$ cat src/rtl/exc_pkg.sv
package exc_pkg;

   localparam int NUM_STAGES = 4;   // 0 fetch, 1 decode, 2 execute, 3 memory
   localparam int NUM_CAUSES = 5;
   localparam int CAUSE_W    = 3;

   typedef enum logic [CAUSE_W-1:0] {
      CS_IRQ    = 3'd0,
      CS_BADOP  = 3'd1,
      CS_OVF    = 3'd2,
      CS_IFETCH = 3'd3,
      CS_DATA   = 3'd4
   } exc_cause_e;

   function automatic exc_cause_e stage_cause(input int unsigned stg);
      case (stg)
         0:       return CS_IFETCH;
         1:       return CS_BADOP;
         2:       return CS_OVF;
         default: return CS_DATA;
      endcase
   endfunction

endpackage

$ cat src/rtl/exc_prio_sel.sv
module exc_prio_sel #(
   parameter int NST = 4,
   localparam int SW = (NST > 1) ? $clog2(NST) : 1
) (
   input  logic [NST-1:0] valid,
   input  logic [NST-1:0] fault,
   input  logic           irq_act,
   output logic           take,
   output logic [SW-1:0]  sel,
   output logic           sel_irq,
   output logic [NST-1:0] flush
);

   logic [NST:0]   above_v;
   logic [NST:0]   above_h;
   logic [NST-1:0] hit;
   logic [NST-1:0] win;

   assign above_v[NST] = 1'b0;
   assign above_h[NST] = 1'b0;

   for (genvar g = NST - 1; g >= 0; g--) begin : g_stage
      logic oldest;
      assign oldest       = valid[g] & ~above_v[g+1];
      assign hit[g]       = valid[g] & (fault[g] | (irq_act & oldest));
      assign above_v[g]   = above_v[g+1] | valid[g];
      assign above_h[g]   = above_h[g+1] | hit[g];
      assign win[g]       = hit[g] & ~above_h[g+1];
      assign flush[g]     = above_h[g];
   end

   assign take = above_h[0];

   always_comb begin
      sel     = '0;
      sel_irq = 1'b0;
      for (int i = 0; i < NST; i++) begin
         if (win[i]) begin
            sel     = SW'(i);
            sel_irq = ~fault[i];
         end
      end
   end

endmodule

$ cat src/rtl/exc_vector_gen.sv
module exc_vector_gen #(
   parameter int          AW          = 32,
   parameter int          CW          = 3,
   parameter int          NCAUSE      = 5,
   parameter logic [AW-1:0] FIXED_ENTRY = 32'h8000_0018,
   parameter logic [AW-1:0] VEC_BASE    = 32'hC000_0000,
   parameter int          VEC_STRIDE  = 32'h20
) (
   input  logic          vec_mode,
   input  logic [CW-1:0] cause_in,
   output logic [AW-1:0] handler
);

   localparam bit STRIDE_POW2 = (VEC_STRIDE & (VEC_STRIDE - 1)) == 0;
   localparam int SHIFT       = $clog2(VEC_STRIDE);

   if (VEC_STRIDE <= 0) begin : g_bad_stride
      $error("exc_vector_gen: VEC_STRIDE must be positive");
   end

   // slot order: synchronous causes first, interrupt in the last slot
   logic [CW-1:0] slot;
   logic [AW-1:0] offset;

   assign slot = (cause_in == '0) ? CW'(NCAUSE - 1) : cause_in - CW'(1);

   if (STRIDE_POW2) begin : g_shift
      assign offset = AW'(slot) << SHIFT;
   end else begin : g_mul
      assign offset = AW'(slot) * AW'(VEC_STRIDE);
   end

   assign handler = vec_mode ? (VEC_BASE + offset) : FIXED_ENTRY;

endmodule

$ cat src/rtl/exc_state_regs.sv
module exc_state_regs #(
   parameter int AW        = 32,
   parameter int CW        = 3,
   parameter bit EN_RESET  = 1'b1
) (
   input  logic          clk,
   input  logic          rst_n,
   input  logic          take,
   input  logic [AW-1:0] take_pc,
   input  logic [CW-1:0] take_cause,
   input  logic [AW-1:0] handler,
   input  logic          eret,
   output logic [AW-1:0] epc,
   output logic [CW-1:0] cause,
   output logic          exc_en,
   output logic          redir_vld,
   output logic [AW-1:0] redir_pc
);

   always_ff @(posedge clk or negedge rst_n) begin
      if (!rst_n) begin
         epc       <= '0;
         cause     <= '0;
         exc_en    <= EN_RESET;
         redir_vld <= 1'b0;
         redir_pc  <= '0;
      end else begin
         redir_vld <= take | eret;
         if (take) begin
            epc      <= take_pc;
            cause    <= take_cause;
            exc_en   <= 1'b0;
            redir_pc <= handler;
         end else if (eret) begin
            exc_en   <= 1'b1;
            redir_pc <= epc;
         end
      end
   end

endmodule

$ cat src/rtl/exc_ctrl.sv
module exc_ctrl
   import exc_pkg::*;
#(
   parameter int            AW          = 32,
   parameter int            CW          = CAUSE_W,
   parameter logic [AW-1:0] FIXED_ENTRY = 32'h8000_0018,
   parameter logic [AW-1:0] VEC_BASE    = 32'hC000_0000,
   parameter int            VEC_STRIDE  = 32'h20,
   parameter bit            EN_RESET    = 1'b1
) (
   input  logic          clk,
   input  logic          rst_n,
   input  logic          if_vld,
   input  logic          if_fetch_flt,
   input  logic [AW-1:0] if_pc,
   input  logic          id_vld,
   input  logic          id_bad_op,
   input  logic [AW-1:0] id_pc,
   input  logic          ex_vld,
   input  logic          ex_ovf,
   input  logic [AW-1:0] ex_pc,
   input  logic          mem_vld,
   input  logic          mem_data_flt,
   input  logic [AW-1:0] mem_pc,
   input  logic          irq_req,
   input  logic          vec_mode,
   input  logic          eret,
   output logic          flush_if,
   output logic          flush_id,
   output logic          flush_ex,
   output logic          flush_mem,
   output logic [AW-1:0] epc,
   output logic [CW-1:0] cause,
   output logic          exc_en,
   output logic          redir_vld,
   output logic [AW-1:0] redir_pc
);

   localparam int SW = $clog2(NUM_STAGES);

   if (AW < 8) begin : g_bad_aw
      $error("exc_ctrl: AW too small");
   end
   if (CW < CAUSE_W) begin : g_bad_cw
      $error("exc_ctrl: CW cannot hold every cause code");
   end

   logic [NUM_STAGES-1:0] st_vld;
   logic [NUM_STAGES-1:0] st_flt;
   logic [NUM_STAGES-1:0] st_flush;
   logic [AW-1:0]         st_pc [NUM_STAGES];

   assign st_vld = {mem_vld, ex_vld, id_vld, if_vld};
   assign st_flt = {mem_data_flt, ex_ovf, id_bad_op, if_fetch_flt};
   assign st_pc[0] = if_pc;
   assign st_pc[1] = id_pc;
   assign st_pc[2] = ex_pc;
   assign st_pc[3] = mem_pc;

   logic          take;
   logic [SW-1:0] sel;
   logic          sel_irq;
   logic [CW-1:0] take_cause;
   logic [AW-1:0] handler;

   exc_prio_sel #(.NST(NUM_STAGES)) u_sel (
      .valid   (st_vld),
      .fault   (st_flt),
      .irq_act (irq_req & exc_en),
      .take    (take),
      .sel     (sel),
      .sel_irq (sel_irq),
      .flush   (st_flush)
   );

   assign take_cause = sel_irq ? CW'(CS_IRQ) : CW'(stage_cause(32'(sel)));

   exc_vector_gen #(
      .AW(AW), .CW(CW), .NCAUSE(NUM_CAUSES),
      .FIXED_ENTRY(FIXED_ENTRY), .VEC_BASE(VEC_BASE), .VEC_STRIDE(VEC_STRIDE)
   ) u_vec (
      .vec_mode (vec_mode),
      .cause_in (take_cause),
      .handler  (handler)
   );

   exc_state_regs #(.AW(AW), .CW(CW), .EN_RESET(EN_RESET)) u_regs (
      .clk        (clk),
      .rst_n      (rst_n),
      .take       (take),
      .take_pc    (st_pc[sel]),
      .take_cause (take_cause),
      .handler    (handler),
      .eret       (eret),
      .epc        (epc),
      .cause      (cause),
      .exc_en     (exc_en),
      .redir_vld  (redir_vld),
      .redir_pc   (redir_pc)
   );

   assign flush_if  = st_flush[0];
   assign flush_id  = st_flush[1];
   assign flush_ex  = st_flush[2];
   assign flush_mem = st_flush[3];

endmodule

$ cat config.mk
export PLATFORM = sky130hd
export DESIGN_NAME = exc_ctrl
export DESIGN_NICKNAME = d
export VERILOG_FILES = /design/src/rtl/exc_pkg.sv /design/src/rtl/exc_prio_sel.sv /design/src/rtl/exc_vector_gen.sv /design/src/rtl/exc_state_regs.sv /design/src/rtl/exc_ctrl.sv
export SDC_FILE = /design/constraint.sdc
export NUM_CORES = 1
export LEC_CHECK = 0
export BUFFER_PORTS_ARGS = -buffer_cell sky130_fd_sc_hd__buf_2
export CAP_MARGIN = 20
export CORE_ASPECT_RATIO = 1.25
export CORE_MARGIN = 10
export CORE_UTILIZATION = 25
export CTS_CLUSTER_SIZE = 30
export DETAILED_ROUTE_END_ITERATION = 8
export SLEW_MARGIN = 0
export SYNTH_ARGS = -nofsm -noshare
export SYNTH_HDL_FRONTEND = slang
export SYNTH_HIERARCHICAL = 1
export SYNTH_SLANG_ARGS = --single-unit
$ cat constraint.sdc
create_clock -name clk -period 2.55 [get_ports clk]
set_input_delay 0.51 -clock clk [delete_from_list [all_inputs] [get_ports clk]]
set_output_delay 0.51 -clock clk [all_outputs]
set_load 0.01 [all_outputs]
==> summary.md <==
| Metric | Value |
|---|---|
| Warnings from Yosys | `6` |
| Worst ir drop on vdd | `0.000287 V` |
| Maxcap violations | `0` |
| Gate power share | `0.287` |
| Total negative slack | `0 ps` |
| Unrepaired setup endpoints after global routing | `no` |
| Worst Tran Pin Value | `901 ps` |
| Vias in the first global route | `3708` |
| Worst path arrival time | `~2700 ps` |
| R2r worst-path depth | `8` |
| Leakage | `2.90 nW` |
| DR vias | `between 3000 and 4000` |
| Clock root buffer | `clkbuf_16` |
| Worst EP required | `2770 ps` |
| Synth Instances | `roughly 320` |
| Die Span Y | `around 160 um` |
| Hold buffer count at cts | `0` |
| P_int | `2.77 mW` |
| Crit Path Max Fanout | `10` |
| Die area | `22400 um^2` |
| Clock Latency Late Sink | `330 ps` |
| Top Ports | `roughly 210` |
| Worst Clk Skew | `approximately 4.5 ps` |
| Mean Syn Cell Area | `13.1 um^2` |
| PwrDens | `around 670 nW/um^2` |
| Total GRT Usage | `0.112` |
| Final worst path period need | `2470 ps` |
| Yosys top cell area share | `0.406` |
| Clock power share | `0.350` |
| Reg power frac | `0.363` |
| Post-DR vias/cell | `about 4.3` |
| Worst Hold Class | `in2async` |
| Post-synthesis cell area | `4190 um^2` |
| Gp weighted congestion | `0.835` |
| Endpoints failing setup | `0` |
| DP HPWL | `10100 um` |
| Initial detailed-routing violation count | `103` |
| Yosys top cell by area | `dfrtp_1` |
| Post-route ant nets | `0` |
| DRC | `0` |
| Share of cells above drive strength 1 | `0.590` |
| Switching part of the total | `0.287` |
| Reg-to-reg slack, setup | `80 ps` |
| Post-Route WL | `13000 um` |
| Outcome | `finished, final reports clean` |
| Tcrit/Tclk final | `0.967` |
| Clock-pin slew on the worst setup and hold paths | `60 ps` |
| Largest net degree at the start of global routing | `70` |
| Netlist cell types | `35` |
| WS Path Type | `reg2reg` |
| Critical path endpoint category | `register` |
| Switching pwr | `1.12 mW` |
| Remaining global-route overflow | `0` |
| CP Launch Type | `register` |
| Ranking of synthesized cells by area | `dfrtp_1 (41%), mux4_2 (15%), mux2_4 (8.6%)` |
| Core area | `roughly 16000 um^2` |
| # clock sinks | `just under 70` |
| Max Clk Rate | `just over 0.4 GHz` |
| CTS buffer count | `9` |
| Initial core utilization | `0.257` |
| Final hold viol count | `0` |
| I/O Buffers | `213` |
| Crit Reg-Reg Endpoint | `u_regs/epc[9]$_DFFE_PN0P_` |
| Slew headroom | `0.399` |
| Commonest non-fill, non-tap cell in the layout | `buf_2` |
| Hold WS | `314 ps` |
| Antenna violations before repair | `0` |
| Nets | `673` |
| #FFs+latches synth | `69` |
| Synth-to-layout area growth | `37.8%` |
| Global-route wire length before repair | `19500 um` |
| Avg WL per Cell | `17.2 um` |
| H-tree Lvls | `3` |
| Seq/Total Area, Yosys | `0.412` |
| Commonest non-fill, non-tap cells in the layout | `buf_2 (212), dfrtp_1 (68), nand2_1 (36)` |
| CTS tree | `yes` |
| R2R Path Start | `u_regs/exc_en$_DFFE_PN1P_` |
| Total iterations of the first detailed-routing run | `4` |
| Die W | `136 um` |
| Site row count | `52` |
| Final Max Slew Viols | `0` |
| Clock buffer depth | `2` |
layer usage:
layer  part of all wire  vias up  track usage
met4              0.016        0       0.0461
li1                   -     1541            -
met5                  0        -            0
met3              0.085       16       0.0459
met1               0.38     1584        0.118
met2               0.52      126        0.193
state kept, by name (all words and copies together) (netlist names):
register          count
u_regs/epc           32
u_regs/redir_pc      32
u_regs/cause          3
u_regs/exc_en         1
u_regs/redir_vld      1
power groups by stage:
stage               sequential (mW)  combinational (mW)  clock, mW
floorplan                      1.50               0.602          0
global placement               1.43                1.07          0
detailed placement             1.43                1.10          0
CTS                            1.42                1.11       1.42
global route                   1.44                1.22       1.46
finish                         1.41                1.11       1.36
repair_timing:
| action | in CTS | in global routing |
|---|---|---|
| pin swaps | 0 | 1 |
| gates resized for setup | 6 | 3 |
| gates cloned | 0 | 2 |
| setup endpoints to repair | 1 | 26 |
| setup buffers | 0 | 1 |
layout make-up:
cell class / count / area, um^2
clock inverters: 6 / 86.3
inverters: 3 / 11.3
repair buffers: 229 / 1320
fillers: 1629 / 10600
multi-input cells: 220 / 2120
clock buffers: 10 / 239
diodes: 1 / 2.50
flip-flops and latches: 69 / 1730
well taps: 216 / 270
cell families after synthesis:
logic type,Yosys count,synth area share
buffers and inverters,56,0.110
other,2,0.00179
and+or+nand+nor,54,0.0582
DFF,69,0.412
AOI/OAI and AO/OA,41,0.0507
muxes,99,0.367
synthesized netlist by cell type (all sizes together):
master and instances:
conb 2, and2 2, nand3 2, clkbuf 1
or2 1, nand2 36, mux2i 32, nor2 5
o21ai 38, buf 52, mux2 35, o31ai 1
and3b 1, or3 1, nor3 2, dfstp 1
nand3b 1, o22ai 1, nor3b 2, dfrtp 68
inv 3, a21oi 1, mux4 32, nor2b 1
critical path, cell delays in order, from the launching register on:
cell and delay [ps]:
dfstp_2 550, and2_4 170, nor3b_2 190, o21ai_1 150, o21ai_4 190, buf_12 150
buf_6 170, mux4_2 520, mux2_4 270
worst max path at each step:
stage	startpoint	end	slack, ps
finish	u_regs/exc_en$_DFFE_PN1P_	u_regs/epc[9]$_DFFE_PN0P_	80
global route	u_regs/exc_en$_DFFE_PN1P_	u_regs/epc[9]$_DFFE_PN0P_	10
CTS	u_regs/exc_en$_DFFE_PN1P_	flush_ex	7
detailed placement	irq_req	u_regs/epc[31]$_DFFE_PN0P_	-50
global placement	irq_req	u_regs/epc[31]$_DFFE_PN0P_	-3
floorplan	irq_req	u_regs/redir_pc[7]$_DFFE_PN0P_	150
per-stage QoR:
step,instance area [um^2],utilization,setup slack (ps),instances,power (mW)
3_5_place_dp,5340,0.327,-50.5,734,2.53
2_1_floorplan,4280,-,154,345,2.10
3_3_place_gp,5340,0.327,-2.54,734,2.50
4_1_cts,5690,0.349,6.70,750,3.94
5_1_grt,5770,0.354,10.7,753,4.12
6_report,5780,0.354,83.9,754,3.88
Power figures use the tool's default switching activity.
